## src/rtl/spi_dp_pkg.sv

```systemverilog
package spi_dp_pkg;
  localparam int HALF_W = 5;
  localparam logic [1:0] A_CTRL = 2'd0;
  localparam logic [1:0] A_STAT = 2'd1;
  localparam logic [1:0] A_DATA = 2'd2;

  typedef struct packed {
    logic [1:0] rate;
    logic       cpha;
    logic       cpol;
    logic       master;
    logic       en;
  } ctrl_t;

  function automatic logic [HALF_W-1:0] half_period(input logic [1:0] code);
    case (code)
      2'd0:    half_period = HALF_W'(1);
      2'd1:    half_period = HALF_W'(2);
      2'd2:    half_period = HALF_W'(8);
      default: half_period = HALF_W'(16);
    endcase
  endfunction
endpackage

```

## src/rtl/spi_dp_sync.sv

```systemverilog
module spi_dp_sync #(
  parameter logic RST = 1'b0
) (
  input  logic clk,
  input  logic rst_n,
  input  logic d,
  output logic q
);
  logic meta;
  always_ff @(posedge clk or negedge rst_n) begin
    if (!rst_n) begin
      meta <= RST;
      q    <= RST;
    end else begin
      meta <= d;
      q    <= meta;
    end
  end
endmodule

```

## src/rtl/spi_dp_clkgen.sv

```systemverilog
module spi_dp_clkgen
  import spi_dp_pkg::*;
#(
  parameter int BITS = 8
) (
  input  logic       clk,
  input  logic       rst_n,
  input  logic       start,
  input  logic       abort,
  input  logic       cpol,
  input  logic [1:0] rate,
  output logic       sck,
  output logic       lead,
  output logic       trail,
  output logic       busy
);
  localparam int EDGES = 2 * BITS;
  localparam int EW    = $clog2(EDGES);

  logic [HALF_W-1:0] cnt;
  logic [EW-1:0]     edge_n;
  logic [HALF_W-1:0] half;
  logic              tick;

  assign half  = half_period(rate);
  assign tick  = busy && (cnt == half - HALF_W'(1));
  assign lead  = tick && !edge_n[0];
  assign trail = tick && edge_n[0];

  always_ff @(posedge clk or negedge rst_n) begin
    if (!rst_n) begin
      busy   <= 1'b0;
      cnt    <= '0;
      edge_n <= '0;
      sck    <= 1'b0;
    end else if (abort) begin
      busy   <= 1'b0;
      cnt    <= '0;
      edge_n <= '0;
      sck    <= cpol;
    end else if (start) begin
      busy   <= 1'b1;
      cnt    <= '0;
      edge_n <= '0;
      sck    <= cpol;
    end else if (busy) begin
      if (tick) begin
        cnt    <= '0;
        sck    <= ~sck;
        edge_n <= edge_n + EW'(1);
        if (edge_n == EW'(EDGES - 1)) busy <= 1'b0;
      end else begin
        cnt <= cnt + HALF_W'(1);
      end
    end else begin
      sck <= cpol;
    end
  end

  // the clock is back at its rest level once the last edge is made
  assert_rest_after_last_R2: assert property (@(posedge clk) disable iff (!rst_n)
    (tick && edge_n == EW'(EDGES - 1) && !abort) |=> (!busy && sck == $past(cpol)));
endmodule

```

## src/rtl/spi_dp_shifter.sv

```systemverilog
module spi_dp_shifter #(
  parameter int BITS = 8
) (
  input  logic            clk,
  input  logic            rst_n,
  input  logic            load,
  input  logic [BITS-1:0] load_val,
  input  logic            restart,
  input  logic            lead,
  input  logic            trail,
  input  logic            cpha,
  input  logic            din,
  output logic            dout,
  output logic            done,
  output logic [BITS-1:0] word_in
);
  localparam int CW = $clog2(BITS);

  logic [BITS-1:0] sreg;
  logic [CW-1:0]   cnt;
  logic            rx_bit;
  logic            last;
  logic            in_bit;

  assign last    = (cnt == CW'(BITS - 1));
  assign in_bit  = cpha ? din : rx_bit;
  assign word_in = {sreg[BITS-2:0], in_bit};
  assign done    = trail && last;
  assign dout    = sreg[BITS-1];

  always_ff @(posedge clk or negedge rst_n) begin
    if (!rst_n) begin
      sreg   <= '0;
      cnt    <= '0;
      rx_bit <= 1'b0;
    end else if (load) begin
      sreg <= load_val;
      cnt  <= '0;
    end else if (restart) begin
      cnt <= '0;
    end else begin
      if (lead) begin
        if (!cpha)            rx_bit <= din;
        else if (cnt != '0)   sreg   <= {sreg[BITS-2:0], rx_bit};
      end
      if (trail) begin
        if (!cpha) begin
          sreg <= word_in;
        end else begin
          rx_bit <= din;
          if (last) sreg <= word_in;
        end
        cnt <= last ? '0 : cnt + CW'(1);
      end
    end
  end

  // with phase 1 the output never moves on a sampling (trailing) edge except the closing one
  assert_phase1_hold_R11: assert property (@(posedge clk) disable iff (!rst_n)
    (cpha && trail && !last && !load && !restart) |=> $stable(dout));
endmodule

```

## src/rtl/spi_dp_flags.sv

```systemverilog
module spi_dp_flags (
  input  logic clk,
  input  logic rst_n,
  input  logic stat_rd,
  input  logic data_acc,
  input  logic ctrl_wr,
  input  logic done_set,
  input  logic wcol_set,
  input  logic modf_set,
  output logic done_f,
  output logic wcol_f,
  output logic modf_f
);
  logic done_arm, wcol_arm, modf_arm;

  always_ff @(posedge clk or negedge rst_n) begin
    if (!rst_n) begin
      done_f   <= 1'b0;
      wcol_f   <= 1'b0;
      modf_f   <= 1'b0;
      done_arm <= 1'b0;
      wcol_arm <= 1'b0;
      modf_arm <= 1'b0;
    end else begin
      if (done_set)                    done_f <= 1'b1;
      else if (data_acc && done_arm)   done_f <= 1'b0;
      if (wcol_set)                    wcol_f <= 1'b1;
      else if (data_acc && wcol_arm)   wcol_f <= 1'b0;
      if (modf_set)                    modf_f <= 1'b1;
      else if (ctrl_wr && modf_arm)    modf_f <= 1'b0;

      if (data_acc)                    done_arm <= 1'b0;
      else if (stat_rd && done_f)      done_arm <= 1'b1;
      if (data_acc)                    wcol_arm <= 1'b0;
      else if (stat_rd && wcol_f)      wcol_arm <= 1'b1;
      if (ctrl_wr)                     modf_arm <= 1'b0;
      else if (stat_rd && modf_f)      modf_arm <= 1'b1;
    end
  end

  // completion always leaves the flag set
  assert_done_sets_R5: assert property (@(posedge clk) disable iff (!rst_n)
    done_set |=> done_f);
  // completion and collision flags drop only through a data access
  assert_done_clear_R7: assert property (@(posedge clk) disable iff (!rst_n)
    $fell(done_f) |-> $past(data_acc));
  assert_wcol_clear_R7: assert property (@(posedge clk) disable iff (!rst_n)
    $fell(wcol_f) |-> $past(data_acc));
  // the fault flag drops only through a control write
  assert_modf_clear_R9: assert property (@(posedge clk) disable iff (!rst_n)
    $fell(modf_f) |-> $past(ctrl_wr));
endmodule

```

## src/rtl/spi_duplex_port.sv

```systemverilog
module spi_duplex_port
  import spi_dp_pkg::*;
#(
  parameter int DW = 8
) (
  input  logic          clk,
  input  logic          rst_n,
  input  logic          bus_sel,
  input  logic          bus_wr,
  input  logic [1:0]    bus_addr,
  input  logic [DW-1:0] bus_wdata,
  output logic [DW-1:0] bus_rdata,
  input  logic          ss_n_i,
  input  logic          sck_i,
  output logic          sck_o,
  output logic          sck_oe,
  input  logic          mosi_i,
  output logic          mosi_o,
  output logic          mosi_oe,
  input  logic          miso_i,
  output logic          miso_o,
  output logic          miso_oe
);
  ctrl_t         ctrl;
  logic [DW-1:0] rx_buf;

  // register bus decode
  logic ctrl_wr, stat_rd, data_acc, data_wr;
  assign ctrl_wr  = bus_sel && bus_wr && (bus_addr == A_CTRL);
  assign stat_rd  = bus_sel && !bus_wr && (bus_addr == A_STAT);
  assign data_acc = bus_sel && (bus_addr == A_DATA);
  assign data_wr  = data_acc && bus_wr;

  // external pins into the system clock domain
  logic ss_s, sck_s, ss_q, sck_q;
  spi_dp_sync #(.RST(1'b1)) u_ss_sync  (.clk(clk), .rst_n(rst_n), .d(ss_n_i), .q(ss_s));
  spi_dp_sync #(.RST(1'b0)) u_sck_sync (.clk(clk), .rst_n(rst_n), .d(sck_i),  .q(sck_s));

  always_ff @(posedge clk or negedge rst_n) begin
    if (!rst_n) begin
      ss_q  <= 1'b1;
      sck_q <= 1'b0;
    end else begin
      ss_q  <= ss_s;
      sck_q <= sck_s;
    end
  end

  logic is_master, slave_sel;
  logic done_f, wcol_f, modf_f;
  assign is_master = ctrl.en && ctrl.master;
  assign slave_sel = ctrl.en && !ctrl.master && !ss_s;

  // master clocking
  logic m_start, m_abort, m_sck, m_lead, m_trail, m_busy;
  logic modf_set, s_busy, busy;
  assign modf_set = is_master && !ss_s;
  assign busy     = is_master ? m_busy : s_busy;
  assign m_start  = data_wr && is_master && !m_busy && !modf_f;
  assign m_abort  = modf_set || ctrl_wr;

  spi_dp_clkgen #(.BITS(DW)) u_clkgen (
    .clk(clk), .rst_n(rst_n), .start(m_start), .abort(m_abort),
    .cpol(ctrl.cpol), .rate(ctrl.rate), .sck(m_sck),
    .lead(m_lead), .trail(m_trail), .busy(m_busy)
  );

  // slave edge qualification
  logic sck_edge, lead_s, trail_s, ss_fall, s_hold, s_start, sl_lead, sl_trail;
  assign sck_edge = sck_s != sck_q;
  assign lead_s   = sck_edge && (sck_s != ctrl.cpol);
  assign trail_s  = sck_edge && (sck_s == ctrl.cpol);
  assign ss_fall  = !ss_s && ss_q;
  assign s_start  = slave_sel && !s_busy && !s_hold && (ctrl.cpha ? lead_s : ss_fall);
  assign sl_lead  = slave_sel && lead_s && (s_busy || s_start);
  assign sl_trail = slave_sel && trail_s && s_busy;

  // shift datapath shared by both roles
  logic          sh_done, sh_dout;
  logic [DW-1:0] sh_word;
  spi_dp_shifter #(.BITS(DW)) u_shift (
    .clk(clk), .rst_n(rst_n),
    .load(data_wr && !busy), .load_val(bus_wdata),
    .restart(m_start || s_start),
    .lead(is_master ? m_lead : sl_lead),
    .trail(is_master ? m_trail : sl_trail),
    .cpha(ctrl.cpha),
    .din(is_master ? miso_i : mosi_i),
    .dout(sh_dout), .done(sh_done), .word_in(sh_word)
  );

  always_ff @(posedge clk or negedge rst_n) begin
    if (!rst_n) begin
      s_busy <= 1'b0;
      s_hold <= 1'b0;
    end else begin
      if (!slave_sel || sh_done) s_busy <= 1'b0;
      else if (s_start)          s_busy <= 1'b1;
      if (ss_s)                                     s_hold <= 1'b0;
      else if (sh_done && !is_master && !ctrl.cpha) s_hold <= 1'b1;
    end
  end

  // control register and receive buffer
  always_ff @(posedge clk or negedge rst_n) begin
    if (!rst_n) begin
      ctrl   <= '0;
      rx_buf <= '0;
    end else begin
      if (ctrl_wr) ctrl <= ctrl_t'(bus_wdata[5:0]);
      if (modf_set) ctrl.master <= 1'b0;
      if (sh_done) rx_buf <= sh_word;
    end
  end

  spi_dp_flags u_flags (
    .clk(clk), .rst_n(rst_n), .stat_rd(stat_rd), .data_acc(data_acc),
    .ctrl_wr(ctrl_wr), .done_set(sh_done), .wcol_set(data_wr && busy),
    .modf_set(modf_set), .done_f(done_f), .wcol_f(wcol_f), .modf_f(modf_f)
  );

  always_comb begin
    bus_rdata = '0;
    case (bus_addr)
      A_CTRL:  bus_rdata[5:0] = ctrl;
      A_STAT:  bus_rdata[2:0] = {modf_f, wcol_f, done_f};
      A_DATA:  bus_rdata      = rx_buf;
      default: bus_rdata      = '0;
    endcase
  end

  assign sck_o   = m_sck;
  assign sck_oe  = is_master && !modf_f;
  assign mosi_o  = sh_dout;
  assign mosi_oe = is_master && !modf_f;
  assign miso_o  = sh_dout;
  assign miso_oe = slave_sel;

  // a disabled block drives none of its pins
  assert_quiet_when_off_R1: assert property (@(posedge clk) disable iff (!rst_n)
    !ctrl.en |-> !(sck_oe || mosi_oe || miso_oe));
  // the clock generator stops exactly when the byte completes
  assert_eight_pulses_R2: assert property (@(posedge clk) disable iff (!rst_n)
    ($fell(m_busy) && !$past(m_abort) && $past(is_master)) |-> $past(sh_done));
  // the receive buffer takes the completed word
  assert_rx_capture_R5: assert property (@(posedge clk) disable iff (!rst_n)
    sh_done |=> (rx_buf == $past(sh_word)));
  // a write during a transfer raises the collision flag
  assert_collision_R6: assert property (@(posedge clk) disable iff (!rst_n)
    (data_wr && busy) |=> wcol_f);
  // a fault forces the block out of the master role with drivers off
  assert_fault_exit_R8: assert property (@(posedge clk) disable iff (!rst_n)
    modf_set |=> (modf_f && !ctrl.master && !sck_oe && !mosi_oe));
endmodule

```

## config.mk

```make
export PLATFORM = sky130hd
export DESIGN_NAME = spi_duplex_port
export DESIGN_NICKNAME = d
export VERILOG_FILES = /design/src/rtl/spi_dp_pkg.sv /design/src/rtl/spi_dp_sync.sv /design/src/rtl/spi_dp_clkgen.sv /design/src/rtl/spi_dp_shifter.sv /design/src/rtl/spi_dp_flags.sv /design/src/rtl/spi_duplex_port.sv
export SDC_FILE = /design/constraint.sdc
export NUM_CORES = 1
export LEC_CHECK = 0
export BUFFER_PORTS_ARGS = -buffer_cell sky130_fd_sc_hd__clkbuf_2
export CORE_ASPECT_RATIO = 0.5
export CORE_MARGIN = 8
export CORE_UTILIZATION = 50
export CTS_CLUSTER_SIZE = 24
export DETAILED_ROUTE_END_ITERATION = 12
export HOLD_SLACK_MARGIN = 0.06
export MAX_ROUTING_LAYER = met4
export PLACE_DENSITY = 0.7
export SYNTH_ARGS = -nofsm -noshare
export SYNTH_HDL_FRONTEND = slang
export SYNTH_HIERARCHICAL = 1
export SYNTH_SLANG_ARGS = --single-unit
```

## constraint.sdc

```tcl
create_clock -name clk -period 7.9 [get_ports clk]
set_clock_uncertainty 0.2 [all_clocks]
set_input_delay 0.395 -clock clk [delete_from_list [all_inputs] [get_ports clk]]
set_output_delay 0.395 -clock clk [all_outputs]
set_load 0.02 [all_outputs]
```

==> impl_metrics.ini <==
[critical_path]
path_class = reg2reg
endpoint_kind = flop
required_ns = 7.90
path_max_fanout = 14
rrSetupSlack_ns = 4.01
start_kind = flop
cp.arrival_ns = 3.88

[placed_design]
dpl_cell_area_um2 = 2948
io_buffers = 31
dp_hpwl_um = 4485
gp_congestion = 0.9330

[clock_network]
clk_latency_ns = 0.31
htree_levels = 2
cts_tree = yes
cts-buffers-inserted = 5
clock-sinks = 51
cts-root-buf = clkbuf_8
cts.path.max_buffers = 2
clkTransAtPathRegs_ns = 0.09

[drt]
vias = 2143
drc = 0
avgViaCountPerCell = 5.639
wl_per_cell_um = 16.36
dr.pass1.iters = 4
detail-route-antenna-nets = 0
drtIter0Drc = 173
routed_wl_um = 6218

[power]
peakVddDrop_uv = 110.3
powerDensity_nw_per_um2 = 229.8
p_leak_nw = 1.406

[timing]
slew_headroom_pct = 20.10
rsz0062_at_grt = false
fmax_ghz = 0.2572
hold_ws_ns = 0.1371
finalSetupViolations = 0
post-route-min-period_ns = 3.889
worst_pin_slew_ns = 1.186
drv_slew = 0
setup_tns_ns = 0
period_share_pct = 49.22
final_hold_viol_count = 0

[logic_synthesis]
synth_ff_type = dfrtp_1
synthCells = 277
ys_warn_count = 6
synth_commonest_cells = dfrtp_1, nor2_1, a21oi_1, nand2_1, o21ai_0
synth.avg_cell_area_um2 = 10.01
synth_top_cell_area_share_pct = 43.34
synth_nets = 301
synth_seq_cells = 51
synth_area_um2 = 2771
yosysSeqAreaShare_pct = 46.19
synth-edff-count = 0
synthArstFlopShare_pct = 100.0
synth_area_leaders = dfrtp_1, mux2_2, mux2i_1
synth.most_common_cell = dfrtp_1
yosys.area.top_type = dfrtp_1
yosysUniqueCellTypes = 54

[cells_and_area]
final_area_um2 = 3110
nFillCells = 488
syn_to_final_growth_pct = 12.23
fin_nets = 330
drive_above_1_share_pct = 22.48
diodes = 0

[grt]
grt_pass1_vias = 2125
groute.usage.overall_pct = 16.73
gr-total-overflow = 0
antenna_found_initial = 0
grt_pass1_wl_um = 10680
grt_start_max_net_pins = 52

[die]
die-area_um2 = 8326
start_util_pct = 51.13
core_area_um2 = 5420
dieHeight_um = 68.65
pin_count = 32
fp-row-count = 19
die_width_um = 121.3

[run]
max_cap_viol_count = 0

[outcome]
status = completed

[worst_hold_path]
hold_path.class = in2reg
==> cells by family after synthesis <==
family | Yosys count | synth area share (%)
compound gates | 69 | 15.48
xor+xnor | 4 | 1.264
fa+ha+maj | 6 | 2.709
buf+inv | 21 | 3.883
flops | 51 | 46.19
mux | 25 | 9.616
simple gates | 101 | 20.86
==> worst max-delay path, cell delays in order, from the launching register on <==
cell and delay, ns:
dfrtp_1 0.47, or2_2 0.30, ha_1 0.30, xor2_1 0.17, nand4b_1 0.44, nor3_1 0.30, nand3_1 0.11, o21ai_0 0.45
and2_1 0.62, mux2_2 0.41
==> power breakdown <==
group	leakage, nW	switching [mW]	internal [mW]
Sequential	0.642	0.0482	0.300
Combinational	0.698	0.0878	0.0655
Clock	0.0654	0.0871	0.127
==> final cells by class <==
type	instances	area, um2	share of cell area [%]
sequential	51	1280	41.15
tap	73	91.34	2.936
clock buffer	6	72.57	2.333
timing repair buffer	35	192.7	6.195
clock inverter	2	60.06	1.931
inverter	8	30.03	0.9654
multi-input combinational	205	1384	44.49
==> placed cells by master, fill, tap and decap left out, types with 3 or more instances in the layout <==
cell type and instances:
dfrtp_1 48, clkbuf_2 31, nor2_1 23, nand2_1 20, o21ai_0 20, a21oi_1 20
mux2_2 13, mux2i_1 12, nor2b_1 12, a31oi_1 10, inv_1 8, nand2b_1 8
nand3_1 7, and2_1 6, ha_1 6, clkbuf_8 5, or2_2 3, dlygate4sd3_1 3
dfstp_2 3, xor2_1 3, a21o_1 3
==> layer usage <==
metal | routed length [um] | track usage (%) | vias to the layer above
met3 | 390 | 3.168 | 7
met2 | 2806 | 25.76 | 56
met4 | 65 | 5.479 | 0
met5 | 0 | - | -
li1 | - | - | 1036
met1 | 2956 | 22.05 | 1044
==> timing repair <==
| item | 4_1_cts | 5_1_grt |
|---|---|---|
| hold buffers | 3 | 0 |
| gates resized for setup | 0 | 0 |
| setup buffers | 0 | 0 |
| hold endpoints to repair | 50 | 0 |
| endpoints found under the setup margin | 0 | 0 |
==> state kept, by name, summed over array words and instances, names as in the netlist, 3 cells and up <==
name / flops
rx_buf: 8
u_shift/sreg: 8
ctrl: 6
u_clkgen/cnt: 5
u_clkgen/edge_n: 4
u_shift/cnt: 3
==> metrics by stage <==
step	power (mW)	setup WS [ns]	util [%]	instances
floorplan	0.4573	4.719	-	277
global route	0.7569	3.656	57.39	380
global placement	0.4971	4.239	54.39	369
detailed placement	0.5047	4.107	54.39	369
finish	0.7148	4.011	57.39	380
CTS	0.7189	4.090	57.39	380
==> final timing paths <==
path	from	end	depth (start not counted)
worst max-delay path	ctrl[4]$_DFFE_PN0P_	rx_buf[2]$_DFFE_PN0P_	9
worst min-delay path	bus_wdata[3]	ctrl[3]$_DFFE_PN0P_	3
worst max register to register	ctrl[4]$_DFFE_PN0P_	rx_buf[2]$_DFFE_PN0P_	9
worst min register to register	u_ss_sync/meta$_DFF_PN1_	u_ss_sync/q$_DFF_PN1_	0
max in group asynchronous	rst_n	rx_buf[5]$_DFFE_PN0P_	3
min in group asynchronous	rst_n	u_clkgen/cnt[3]$_DFFE_PN0P_	3
(Power assumes the default switching activity.)
